**config.mk**
```make
export PLATFORM = sky130hd
export DESIGN_NAME = uart_rx_channel
export DESIGN_NICKNAME = d
export VERILOG_FILES = /design/src/rtl/uart_rx_pkg.sv /design/src/rtl/uart_rx_deser.sv /design/src/rtl/uart_rx_fifo.sv /design/src/rtl/uart_rx_errstat.sv /design/src/rtl/uart_rx_channel.sv
export SDC_FILE = /design/constraint.sdc
export NUM_CORES = 1
export LEC_CHECK = 0
export ABC_AREA = 1
export BUFFER_PORTS_ARGS = -buffer_cell sky130_fd_sc_hd__buf_4
export CAP_MARGIN = 20
export CORE_ASPECT_RATIO = 1.75
export CORE_MARGIN = 1.5
export CORE_UTILIZATION = 50
export CTS_CLUSTER_SIZE = 20
export DETAILED_ROUTE_END_ITERATION = 8
export GPL_ROUTABILITY_DRIVEN = 0
export PLACE_DENSITY = 0.67
export SYNTH_ARGS = -nofsm -noshare
export SYNTH_HDL_FRONTEND = slang
export SYNTH_SLANG_ARGS = --single-unit
```
**constraint.sdc**
```tcl
create_clock -name clk -period 2.12 [get_ports clk]
set_clock_uncertainty 0.1 [all_clocks]
set_input_delay 0.106 -clock clk [delete_from_list [all_inputs] [get_ports clk]]
set_output_delay 0.106 -clock clk [all_outputs]
set_load 0.01 [all_outputs]
```
**src/rtl/uart_rx_pkg.sv**
```systemverilog
package uart_rx_pkg;

    localparam int DATA_W = 8;

    localparam logic [2:0] CMD_NONE    = 3'd0;
    localparam logic [2:0] CMD_ENABLE  = 3'd1;
    localparam logic [2:0] CMD_DISABLE = 3'd2;
    localparam logic [2:0] CMD_RESET   = 3'd3;
    localparam logic [2:0] CMD_CLR_ERR = 3'd4;
    localparam logic [2:0] CMD_BLOCK   = 3'd5;

    typedef struct packed {
        logic brk;
        logic fe;
        logic pe;
    } rx_flags_t;

    typedef struct packed {
        logic [DATA_W-1:0] data;
        rx_flags_t         flags;
    } rx_entry_t;

    typedef enum logic [2:0] {
        ST_IDLE,
        ST_START,
        ST_DATA,
        ST_PAR,
        ST_STOP
    } rx_state_e;

    function automatic logic expected_parity(input logic [DATA_W-1:0] d, input logic odd);
        return (^d) ^ odd;
    endfunction

endpackage

```
**src/rtl/uart_rx_deser.sv**
```systemverilog
module uart_rx_deser
    import uart_rx_pkg::*;
#(
    parameter int SYNC_STAGES = 2,
    parameter bit ODD_PARITY  = 1'b0
) (
    input  logic      clk,
    input  logic      rst,
    input  logic      run,
    input  logic      tick,
    input  logic      rxd,
    output logic      frm_push,
    output rx_entry_t frm_entry
);
    localparam int SUBS = 16;
    localparam logic [3:0] MID_START = 4'(SUBS / 2 - 1);
    localparam logic [3:0] LAST_SUB  = 4'(SUBS - 1);

    logic [SYNC_STAGES-1:0] sync_q;
    logic                   rx_s;
    rx_state_e              state;
    logic [3:0]             sub_cnt;
    logic [2:0]             bit_idx;
    logic [DATA_W-1:0]      shreg;
    logic                   par_q;
    logic                   armed;

    always_ff @(posedge clk) begin
        if (rst) sync_q <= '1;
        else     sync_q <= {sync_q[SYNC_STAGES-2:0], rxd};
    end
    assign rx_s = sync_q[SYNC_STAGES-1];

    always_ff @(posedge clk) begin
        if (rst || !run) begin
            state     <= ST_IDLE;
            sub_cnt   <= '0;
            bit_idx   <= '0;
            shreg     <= '0;
            par_q     <= 1'b0;
            armed     <= 1'b0;
            frm_push  <= 1'b0;
            frm_entry <= '0;
        end else begin
            frm_push <= 1'b0;
            if (tick) begin
                case (state)
                    ST_IDLE: begin
                        if (!rx_s && armed) begin
                            state   <= ST_START;
                            sub_cnt <= 4'd1;
                            armed   <= 1'b0;
                        end else if (rx_s) begin
                            armed <= 1'b1;
                        end
                    end
                    ST_START: begin
                        if (sub_cnt == MID_START) begin
                            sub_cnt <= '0;
                            bit_idx <= '0;
                            state   <= rx_s ? ST_IDLE : ST_DATA;
                        end else begin
                            sub_cnt <= sub_cnt + 4'd1;
                        end
                    end
                    ST_DATA: begin
                        if (sub_cnt == LAST_SUB) begin
                            sub_cnt <= '0;
                            shreg   <= {rx_s, shreg[DATA_W-1:1]};
                            if (bit_idx == 3'(DATA_W - 1)) state <= ST_PAR;
                            else bit_idx <= bit_idx + 3'd1;
                        end else begin
                            sub_cnt <= sub_cnt + 4'd1;
                        end
                    end
                    ST_PAR: begin
                        if (sub_cnt == LAST_SUB) begin
                            sub_cnt <= '0;
                            par_q   <= rx_s;
                            state   <= ST_STOP;
                        end else begin
                            sub_cnt <= sub_cnt + 4'd1;
                        end
                    end
                    ST_STOP: begin
                        if (sub_cnt == LAST_SUB) begin
                            sub_cnt  <= '0;
                            state    <= ST_IDLE;
                            frm_push <= 1'b1;
                            if (!rx_s && shreg == '0 && !par_q) begin
                                frm_entry.data  <= '0;
                                frm_entry.flags <= '{brk: 1'b1, fe: 1'b0, pe: 1'b0};
                            end else begin
                                frm_entry.data  <= shreg;
                                frm_entry.flags <= '{brk: 1'b0, fe: !rx_s,
                                    pe: (par_q != expected_parity(shreg, ODD_PARITY))};
                            end
                        end else begin
                            sub_cnt <= sub_cnt + 4'd1;
                        end
                    end
                    default: state <= ST_IDLE;
                endcase
            end
        end
    end
endmodule

```
**src/rtl/uart_rx_fifo.sv**
```systemverilog
module uart_rx_fifo
    import uart_rx_pkg::*;
#(
    parameter int DEPTH = 8
) (
    input  logic      clk,
    input  logic      rst,
    input  logic      clear,
    input  logic      push,
    input  rx_entry_t wr_entry,
    input  logic      pop,
    output rx_entry_t head,
    output logic      empty,
    output logic      full
);
    localparam int AW = (DEPTH > 1) ? $clog2(DEPTH) : 1;
    localparam logic [AW-1:0] LAST = AW'(DEPTH - 1);

    rx_entry_t       mem [DEPTH];
    logic [AW-1:0]   wp, rp;
    logic [AW:0]     level;
    logic            do_push, do_pop;

    assign empty   = (level == '0);
    assign full    = (level == (AW+1)'(DEPTH));
    assign do_push = push && !full;
    assign do_pop  = pop && !empty;
    assign head    = mem[rp];

    always_ff @(posedge clk) begin
        if (do_push && !clear) mem[wp] <= wr_entry;
    end

    always_ff @(posedge clk) begin
        if (rst || clear) begin
            wp    <= '0;
            rp    <= '0;
            level <= '0;
        end else begin
            if (do_push) wp <= (wp == LAST) ? '0 : wp + 1'b1;
            if (do_pop)  rp <= (rp == LAST) ? '0 : rp + 1'b1;
            level <= level + (AW+1)'(do_push) - (AW+1)'(do_pop);
        end
    end
endmodule

```
**src/rtl/uart_rx_errstat.sv**
```systemverilog
module uart_rx_errstat
    import uart_rx_pkg::*;
(
    input  logic      clk,
    input  logic      rst,
    input  logic      rx_reset,
    input  logic      clr_err,
    input  logic      set_block,
    input  logic      stored,
    input  rx_flags_t stored_flags,
    input  logic      overflow,
    input  logic      popped,
    input  rx_flags_t popped_flags,
    output logic [3:0] status,
    output logic      block_mode
);
    always_ff @(posedge clk) begin
        if (rst || rx_reset) begin
            status     <= '0;
            block_mode <= 1'b0;
        end else begin
            if (set_block) block_mode <= 1'b1;
            if (clr_err) begin
                status <= '0;
            end else begin
                if (overflow) status[0] <= 1'b1;
                if (block_mode) begin
                    if (stored) status[3:1] <= status[3:1] | stored_flags;
                end else if (popped) begin
                    status[3:1] <= popped_flags;
                end
            end
        end
    end
endmodule

```
**src/rtl/uart_rx_channel.sv**
```systemverilog
module uart_rx_channel
    import uart_rx_pkg::*;
#(
    parameter int FIFO_DEPTH  = 8,
    parameter int SYNC_STAGES = 2,
    parameter bit ODD_PARITY  = 1'b0
) (
    input  logic       clk,
    input  logic       rst,
    input  logic       tick16,
    input  logic       rxd,
    input  logic [2:0] cmd_code,
    input  logic       rd_en,
    output logic [7:0] rd_data,
    output logic       rd_avail,
    output logic [3:0] err_status,
    output logic       rx_enabled
);
    logic      en_q, kill, run;
    logic      frm_push, push_ok, stored, overflow, pop_ok;
    logic      fifo_empty, fifo_full, block_mode;
    rx_entry_t frm_entry, head;

    assign kill = (cmd_code == CMD_DISABLE) || (cmd_code == CMD_RESET);
    assign run  = en_q && !kill;

    always_ff @(posedge clk) begin
        if (rst || kill)                  en_q <= 1'b0;
        else if (cmd_code == CMD_ENABLE)  en_q <= 1'b1;
    end

    uart_rx_deser #(.SYNC_STAGES(SYNC_STAGES), .ODD_PARITY(ODD_PARITY)) u_deser (
        .clk(clk), .rst(rst), .run(run), .tick(tick16), .rxd(rxd),
        .frm_push(frm_push), .frm_entry(frm_entry)
    );

    assign push_ok  = frm_push && run;
    assign stored   = push_ok && !fifo_full;
    assign overflow = push_ok && fifo_full;
    assign pop_ok   = rd_en && !fifo_empty;

    uart_rx_fifo #(.DEPTH(FIFO_DEPTH)) u_fifo (
        .clk(clk), .rst(rst), .clear(cmd_code == CMD_RESET),
        .push(push_ok), .wr_entry(frm_entry), .pop(rd_en),
        .head(head), .empty(fifo_empty), .full(fifo_full)
    );

    uart_rx_errstat u_err (
        .clk(clk), .rst(rst),
        .rx_reset(cmd_code == CMD_RESET),
        .clr_err(cmd_code == CMD_CLR_ERR),
        .set_block(cmd_code == CMD_BLOCK),
        .stored(stored), .stored_flags(frm_entry.flags),
        .overflow(overflow),
        .popped(pop_ok), .popped_flags(head.flags),
        .status(err_status), .block_mode(block_mode)
    );

    assign rd_data    = head.data;
    assign rd_avail   = !fifo_empty;
    assign rx_enabled = en_q;
endmodule

```
# After elaboration in Yosys (flattened, before gate mapping)
# Memories as Yosys holds them, arrays and structs flattened. A register that Yosys moved wholly into a read port is not among the register bits.
# Cells that the tools add are included.
[op_classes]
n_addsub = 6
eq_ne = 24
muxes = 29
bitwise_logic = 3
reduce_logical = 39
[ops]
columns = ["cell", "n"]
rows = [
  ["3-bit 2-to-1 mux", 16],
  ["3-bit == test, second input constant", 6],
  ["3-bit case mux with 5 select lines", 1],
  ["3-bit AND reduction", 5],
  ["3-bit by 2-bit == test with 1-bit output, second input constant", 4],
  ["4-bit 2-to-1 mux", 3],
  ["2-bit by 1-bit inequality test with 1-bit output, second input constant", 6],
  ["4-bit case mux with 3 select lines", 1],
  ["11-bit 2-to-1 mux", 1],
  ["3-bit by 1-bit adder with 3-bit output, second input constant", 3],
  ["1-bit logical AND", 9],
  ["4-bit == test, second input constant", 2],
  ["8-bit logical NOT", 1],
  ["8-bit XOR reduction", 1],
  ["1-bit logical NOT", 7],
  ["7-bit AND reduction", 1],
  ["3-bit by 1-bit == test with 1-bit output, second input constant", 2],
  ["3-bit case mux with 2 select lines", 1],
  ["2-bit nonzero test", 3],
  ["3-bit OR reduction", 2],
  ["1-bit 2-to-1 mux", 5],
  ["5-bit AND reduction", 1],
  ["4-bit by 1-bit adder with 4-bit output", 1],
  ["4-bit by 1-bit adder with 4-bit output, second input constant", 1],
  ["other kinds (13)", 18],
]
[word_totals]
reg_bits = 50
ramBits = 88
input_bits = 8
out_inout_bits = 14
word_cells = 121
mem_count = 1
[memory_table]
columns = ["name", "depth", "word_bits", "rd", "rd_ports_with_merged_regs", "wr", "line_no", "text"]
rows = [
  ["u_fifo.mem", 8, 11, 1, 1, 1, "uart_rx_fifo.sv:19", "rx_entry_t mem [DEPTH];"],
]

# Longest topological paths before layout
# Gate-level depths: netlist of run 1.
[depth]
word_depth = 9
depth_mapped = 12
depth_no_buf = 12

# Cells and area by module
# A second synthesis of run 1 with hierarchy kept.
[unflattened]
cells_unflattened = 770
hier_area_um2 = 6741.5
[by_module_without_submodules]
columns = ["mod", "instances", "cells_each", "area_each_um2", "seq_area_each_um2"]
rows = [
  ["uart_rx_fifo", 1, 480, 4595.7, 2902.8],
  ["uart_rx_deser", 1, 224, 1776.7, 680.7],
  ["uart_rx_errstat", 1, 44, 255.2, 100.1],
  ["uart_rx_channel", 1, 22, 113.9, 20.0],
]

# Least setup slack after synthesis of run 1
# OpenSTA, ideal clock, no wires.
[synth_timing]
kind = "reg2reg"
from = "register u_fifo.level[2]"
to = "register u_fifo.level[2]"
setup_ps = 128
arrival_ps = 1968
t_required_ps = 1892
slack_ps = -76
path_stages_with_launch = 13
path_buffers = 0
period_less_slack_ps = 2196
cell_sequence = "dfxtp_1 inv_1 ha_1 nand3_1 nand2_1 inv_1 ha_1 inv_1 ha_1 inv_1 fa_1 xor2_1 nor2_1"
[synth_between]
word_cells_on_any_way = 8
cone_classes = "add/sub: 2; eq/ne: 1; reduce/logical: 5"
[synth_rtl]
columns = ["element", "line_no", "text"]
rows = [
  ["start: declaration", "uart_rx_fifo.sv:21", "logic [AW:0] level;"],
  ["start signal: assignment", "uart_rx_fifo.sv:42", "level <= level + (AW+1)'(do_push) - (AW+1)'(do_pop);"],
  ["4-bit logical NOT", "uart_rx_fifo.sv:24", "assign empty = (level == '0);"],
  ["1-bit logical NOT", "n/a", ""],
  ["named net rd_avail", "uart_rx_channel.sv:15", "output logic rd_avail,"],
  ["1-bit logical AND", "uart_rx_fifo.sv:27", "assign do_pop = pop && !empty;"],
  ["named net pop_ok", "uart_rx_channel.sv:20", "logic frm_push, push_ok, stored, overflow, pop_ok;"],
  ["4-bit by 1-bit subtractor with 4-bit output", "uart_rx_fifo.sv:42", ""],
]
# The timed path passes the listed nets, and every way through them passes these cells.
# A chain may end at the register's enable or synchronous reset.

# Final worst setup path of run 1
[layout_timing]
from = "register u_fifo.level[2]"
to = "register u_fifo.level[1]"
[layout_between]
elab_chain_len = 5
word_cells_on_any_way = 8
cone_classes = "add/sub: 2; eq/ne: 1; reduce/logical: 5"
[layout_lines]
columns = ["element", "line_no", "text"]
rows = [
  ["4-bit == test", "uart_rx_fifo.sv:25", "assign full = (level == (AW+1)'(DEPTH));"],
  ["1-bit logical NOT", "n/a", ""],
  ["1-bit logical AND", "n/a", ""],
  ["named net stored", "uart_rx_channel.sv:20", ""],
  ["4-bit by 1-bit adder with 4-bit output", "uart_rx_fifo.sv:42", ""],
  ["4-bit by 1-bit subtractor with 4-bit output", "uart_rx_fifo.sv:42", ""],
]
# The timed path passes the listed nets, and every way through them passes these cells.

==> impl_metrics.csv, run 1 <==
group,metric,value,unit
routing,routedWlPerCell,16.1,um
global_route,grt.total_usage,21.4,%
timing,fmax,483,MHz
global_route,grt_max_degree,36,
power,total_power,0.00681,W
clocking,cts_root_buf,"clkbuf_16",
timing,max_slew_margin,70.3,%
global_route,grt_use_met1,22.4,%
routing,via_per_inst,5.34,
timing,finalCritPeriodShare,97.7,%
synth,dominantRegCellSynth,"edfxtp_1",
layout,multiInputGateArea,2120,sq um
worst_setup_path,path_max_fanout,4,
clocking,insertion_delay,0.41,ns
layout,layout.cells.non_filler,809,
power,cellPowerDensity,942,nW/um^2
timing,finalMaxSlewViolations,0,
timing,fin_tns_setup,0,ns
synth,ys_seq_elements,141,
routing,drt_iter0_markers,226,
routing,dr.pass1.iters,5,
floorplanning,die_y,149,um
synth,synth_area_per_cell,9.96,sq um
synth,ys_types,38,
synth,yosys.cell_count.top_type,"nand2_1",
synth,ys_warn_count,0,
floorplanning,coreArea,11900,sq um
synth,synth_area,6100,sq um
floorplanning,die_w,86.5,um
placed_design,dp_cells,765,
clocking,clk_pin_slew,0.06,ns
clocking,htreeDepth,4,
layout,drive_gt1_share,20.5,%
global_route,grt_pass1_wl,20.6,mm
worst_setup_path,cp.required,2.30,ns
routing,wirelength,13.1,mm
layout,area_growth,18.6,%
worst_setup_path,startpoint_type,"flip-flop",
routing,drtAntennaViolNets,0,
floorplanning,die-area,12900,sq um
min_path,hp-class,"input port to flip-flop",
worst_setup_path,end_kind,"flip-flop",
layout,fillCellCount,977,
global_route,grtUsageMet2,41.2,%
clocking,cts_made_buffers,17,
power,leakage,2.91,nW
run_status,status,"finished, final reports clean",
synth,ys_seq_area_share,60.7,%
power,peakVddDrop,0.578,mV
routing,via_count,4322,
floorplanning,start_util,51.1,%
synth,syn_nets,638,
synth,yosysTopAreaCellShare,43.3,%
placed_design,dp_hpwl,8.98,mm
synth,synth_commonest_cells,"nand2_1, edfxtp_1, nor2_1",
global_route,grt_use_met3,4.65,%
placed_design,port_buffers,21,
floorplanning,num_rows,53,
timing,hold_viol_final,0,
worst_setup_path,critical_path_arrival,2.25,ns
timing,worst_pin_slew,0.445,ns
global_route,grt_pass1_vias,4195,
timing,rsz0062_at_grt,"false",
clocking,cts_tree,"yes",
timing,setup_viol,0,
floorplanning,ios,22,
synth,synth.area.top_cells,"edfxtp_1, dfxtp_1, nand2_1",
synth,synth_edf_count,88,
worst_setup_path,crit_type,"flip-flop to flip-flop",
synth,synth_area_leader_cell,"edfxtp_1",
synth,synthesis.instances,612,
clocking,clock-sinks,141,
global_route,antenna_found_initial,0,
clocking,clk_path_buf_depth,2,
layout,nNetsFinal,685,
global_route,top_usage_layer,"met2",
layout,layout.area.seq,3710,sq um
timing,layout_min_cycle_time,2.07,ns
synth,synthArstFlopShare,0,%
run,cap_violations,0,
routing,drc,0,
layout,antenna_cells,0,
global_route,gr-total-overflow,0,
-- power breakdown --
part | internal, W | total, W | switching, W
combinational | 0.000537 | 0.00120 | 0.000667
sequential | 0.00295 | 0.00300 | 0.0000526
clock | 0.00149 | 0.00261 | 0.00112
-- routing by layer --
metal	wire length, um	vias to the layer above	part of all wire (%)
met4	181	0	1.4
met5	0	-	0
met3	401	13	3.1
met2	7660	86	59
met1	4820	2063	37
li1	-	2160	-
-- worst max-delay path: stages (launching register included) --
cell     delay [ns]
dfxtp_1        0.32
inv_2          0.06
buf_4          0.12
ha_1           0.19
nand3_1        0.10
inv_1          0.08
nor2_4         0.14
ha_2           0.21
inv_2          0.04
fa_2           0.52
nor2_1         0.05
-- timing repair --
| item | 4_1_cts | 5_1_grt |
|---|---|---|
| endpoints found under the setup margin | 10 | 10 |
| pin swaps | 2 | 3 |
| endpoints found under the hold margin | 8 | 0 |
| gates resized for setup | 9 | 17 |
| setup buffers | 1 | 3 |
| cloned | 0 | 1 |
| hold buffers | 7 | 0 |
-- final cells by class --
type / count / area share (%)
clock buffers: 19 / 5.99
clock inverters: 13 / 1.32
inverters: 56 / 2.99
multi-input cells: 393 / 29.4
flip-flops and latches: 141 / 51.3
well taps: 137 / 2.37
repair buffers: 49 / 6.59
repair inverters: 1 / 0.104
-- path summary, 6_finish.rpt --
kind / start / to / slack [ns] / depth (start not counted)
max: u_fifo.level[2]$_SDFF_PP0_ / u_fifo.level[1]$_SDFF_PP0_ / 0.05 / 10
min: rd_en / u_fifo.rp[2]$_SDFFE_PP0N_ / 0.04 / 5
max reg2reg: u_fifo.level[2]$_SDFF_PP0_ / u_fifo.level[1]$_SDFF_PP0_ / 0.05 / 10
min reg2reg: u_deser.sync_q[0]$_SDFF_PP1_ / u_deser.sync_q[1]$_SDFF_PP1_ / 0.32 / 1
-- stage by stage --
step | instance area (sq um) | worst slack (ns) | hold WS, ns | utilization, %
global placement | 6500 | 0.0278 | 0.193 | 54.5
global route | 7230 | 0.00529 | 0.0468 | 60.6
finish | 7230 | 0.0490 | 0.0366 | 60.6
detailed placement | 6500 | -0.0741 | 0.195 | 54.5
CTS | 7140 | -0.00517 | 0.0211 | 59.8
floorplan | 6110 | 0.0123 | 0.0954 | -
-- registers in the layout, indices dropped and copies added (netlist names), named ones only --
register and cells:
u_err.status 4, u_deser.frm_entry 11, u_fifo.mem 88, u_deser.frm_push 1, u_err.block_mode 1, u_deser.shreg 8, rx_enabled 1, u_deser.sub_cnt 4
u_deser.armed 1, u_deser.bit_idx 3, u_deser.state 3, u_fifo.level 4, u_fifo.rp 3, u_deser.par_q 1, u_fifo.wp 3, u_deser.sync_q 2
-- layout by cell type, fill, tap and decap left out, types with 2 or more instances in the layout --
master         instances
ha_4                   2
nand2_1              115
or2_2                  2
dlygate4sd3_1          7
buf_12                 7
inv_1                 43
edfxtp_1              88
o21ai_0               37
inv_6                  2
buf_4                 34
o21ai_1                9
nor2_4                 5
ha_1                  14
a31oi_1                9
clkinv_2               4
dfxtp_1               50
inv_2                 10
nand3b_1               3
nand2_4                3
nand3_1               34
nor2_2                 5
dfxtp_2                3
a21oi_2               13
nand4_1                3
clkinvlp_4             7
o211ai_1               2
nand3_4                2
nor2_1                74
clkinv_4               3
nand2_2               12
a21oi_1               34
a211oi_1               2
clkbuf_1               2
clkbuf_16             17
xor2_1                 3
-- kinds of logic after synthesis --
group / Yosys count / share of synthesized area [%]
simple gates: 262 / 19.3
flops: 141 / 60.7
compound gates: 110 / 10.3
buf+inv: 78 / 5.46
fa+ha+maj: 18 / 3.82
xor+xnor: 3 / 0.431
Note: power is estimated with default switching activity, not from simulation.
==> inputs of run 2 (changes only) <==
--- a/config.mk
+++ b/config.mk
@@ -10,11 +10,11 @@
 export CAP_MARGIN = 20
 export CORE_ASPECT_RATIO = 1.75
 export CORE_MARGIN = 1.5
-export CORE_UTILIZATION = 50
+export CORE_UTILIZATION = 55
 export CTS_CLUSTER_SIZE = 20
 export DETAILED_ROUTE_END_ITERATION = 8
 export GPL_ROUTABILITY_DRIVEN = 0
-export PLACE_DENSITY = 0.67
+export PLACE_DENSITY = 0.73
 export SYNTH_ARGS = -nofsm -noshare
 export SYNTH_HDL_FRONTEND = slang
 export SYNTH_SLANG_ARGS = --single-unit
==> impl_metrics.csv, run 2 (synthesis results as in run 1) <==
group,metric,value,unit
timing,fin_tns_setup,0,ns
worst_setup_path,end_kind,"flip-flop",
global_route,top_usage_layer,"met2",
worst_setup_path,regToRegStartpoint,"u_fifo.level[2]$_SDFF_PP0_",
timing,worst_pin_slew,0.490,ns
worst_setup_path,cp.required,2.30,ns
power,peakVddDrop,0.812,mV
worst_setup_path,cp_top_family,"adder cells",
power,switching_share,25.6,%
global_route,grt_use_met3,4.81,%
worst_setup_path,worst-path-buf-inv,4,
global_route,grt_pass1_vias,4408,
worst_setup_path,startpoint_type,"flip-flop",
placed_design,placed_area,6510,sq um
worst_setup_path,slowest_stage,"fa_2",
layout,utilization,67.2,%
floorplanning,die-area,11800,sq um
timing,finalMaxSlewViolations,0,
worst_setup_path,r2r_slack,0.06,ns
power,p_clk_share,39.6,%
power,p_comb_share,17.5,%
layout,area_growth,18.5,%
floorplanning,die_w,82.6,um
timing,fmax,487,MHz
layout,largest_reg_flops,88,
routing,via_count,4413,
worst_setup_path,cp-endpoint,"u_fifo.level[1]$_SDFF_PP0_",
worst_setup_path,crit_type,"flip-flop to flip-flop",
clocking,clock-sinks,141,
clocking,cts_made_buffers,17,
global_route,grt_pass1_wl,21.9,mm
worst_setup_path,critPathMaxStageDelay,0.54,ns
global_route,grt.total_usage,25.6,%
global_route,grt_use_met1,25.9,%
clocking,clk_path_buf_depth,2,
run_status,status,"finished, final reports clean",
global_route,gr-total-overflow,0,
clocking,clk_pin_slew,0.05,ns
placed_design,port_buffers,21,
power,leakage,2.93,nW
worst_setup_path,r2r_cells,11,
timing,hold_viol_final,0,
worst_setup_path,crit_top_cell,"inv_2",
clocking,cts_tree,"yes",
layout,final_cell_area,7230,sq um
floorplanning,start_util,56.7,%
global_route,antenna_found_initial,0,
floorplanning,num_rows,50,
layout,final_common_cell,"nand2_1",
routing,routedWlPerCell,17.1,um
clocking,htreeDepth,4,
placed_design,dp_hpwl,9.17,mm
layout,regMostFlops,"u_fifo.mem",
worst_setup_path,r2r-end,"u_fifo.level[1]$_SDFF_PP0_",
routing,via_per_inst,5.50,
floorplanning,die_y,142,um
global_route,grt_max_degree,47,
timing,layout_min_cycle_time,2.06,ns
power,cellPowerDensity,970,nW/um^2
layout,antenna_cells,0,
min_path,hp-class,"input port to flip-flop",
global_route,grtUsageMet2,47.0,%
worst_setup_path,critical_path_depth,11,
power,power_frac_seq,42.9,%
routing,drt_iter0_markers,310,
layout,largestRegisters,"u_fifo.mem x88, u_deser.frm_entry x11, u_deser.shreg x8",
layout,final_cell_mix,"nand2_1, edfxtp_1, nor2_1",
routing,drtAntennaViolNets,0,
routing,wirelength,13.7,mm
floorplanning,coreArea,10800,sq um
layout,fillCellCount,800,
power,p_switching,0.00180,W
routing,dr.pass1.iters,5,
timing,finalCritPeriodShare,97.0,%
layout,drive_gt1_share,20.8,%
worst_setup_path,critical_path_arrival,2.24,ns
timing,max_slew_margin,67.2,%
clocking,insertion_delay,0.41,ns
power,intPower,0.00521,W
worst_setup_path,cp-startpoint,"u_fifo.level[2]$_SDFF_PP0_",
layout,nNetsFinal,685,
timing,setup_viol,0,
floorplanning,ios,22,
worst_setup_path,path_max_fanout,3,
routing,drc,0,
clocking,cts_root_buf,"clkbuf_16",
worst_setup_path,crit_path_cell_trace,"inv_2, ha_4, nand3_4, nand2_2, inv_2, ha_4, inv_2, ha_2, inv_2, fa_2, nor2_1",
run,cap_violations,0,
run 2: changes by cell type in the layout (fill, tap and decap cells not counted), sizes merged:
cell	delta
clkbuf	+6
clkinvlp	-4
clkinv	-2
bufinv	+1
inv	-1
run 2: metrics by stage:
stage,setup slack (ns),hold slack [ns],total power (W),cells
floorplan,0.0123,0.0954,0.00373,612
global placement,0.0357,0.193,0.00407,758
detailed placement,-0.0961,0.202,0.00413,758
CTS,0.0444,0.0354,0.00693,799
global route,-0.0181,0.0893,0.00727,802
finish,0.0645,0.0697,0.00701,802
run 2: how the worst min path moves through the flow:
stage                start                      endpoint  slack (ns)  depth (start not counted)
2_1_floorplan          rst       rx_enabled$_SDFFE_PP0N_         0.1                          1
3_3_place_gp           rxd  u_deser.sync_q[0]$_SDFF_PP1_        0.19                          2
3_5_place_dp           rxd  u_deser.sync_q[0]$_SDFF_PP1_        0.20                          2
4_1_cts              rd_en     u_fifo.rp[2]$_SDFFE_PP0N_        0.04                          5
5_1_grt        cmd_code[2]  u_err.status[0]$_SDFFE_PP0P_        0.09                          3
6_report       cmd_code[2]  u_err.status[0]$_SDFFE_PP0P_        0.07                          3
run 2: layout make-up:
| cell class | instances | area, sq um | area share (%) |
|---|---|---|---|
| clock buffer | 25 | 493 | 6.82 |
| tap | 130 | 163 | 2.25 |
| timing repair inverter | 1 | 7.51 | 0.104 |
| sequential | 141 | 3710 | 51.3 |
| clock inverter | 7 | 63.8 | 0.883 |
| timing repair buffer | 49 | 460 | 6.37 |
| inverter | 56 | 216 | 2.99 |
| multi-input combinational | 393 | 2110 | 29.3 |
run 2: power by group through the flow:
stage                     combinational [W]  sequential, W  clock, W
after floorplan                    0.000688        0.00304         0
after global placement              0.00103        0.00305         0
after detailed placement            0.00108        0.00305         0
after CTS                           0.00114        0.00300   0.00279
after global routing                0.00135        0.00302   0.00290
final                               0.00123        0.00301   0.00278
run 2: timing repair:
action / CTS / global route
pin swaps: 1 / 3
endpoints found under the setup margin: 7 / 9
buffers inserted: 1 / 3
gates cloned: 1 / 0
endpoints found under the hold margin: 7 / 0
resized for setup: 10 / 11
hold buffers: 7 / 0
run 2: worst reg2reg max path, delay by kind of cell (launching register included):
family,cells,cell delay [ns]
AND/OR/NAND/NOR,3,0.19
adder cells (fa/ha/maj),4,1.09
flip-flops,1,0.31
buffers and inverters,4,0.24
run 2: per-layer routing:
metal / vias up / part of all wire, %
met5: - / 0
met4: 0 / 4.6
met3: 41 / 3.1
met2: 120 / 56
met1: 2095 / 36
li1: 2157 / -
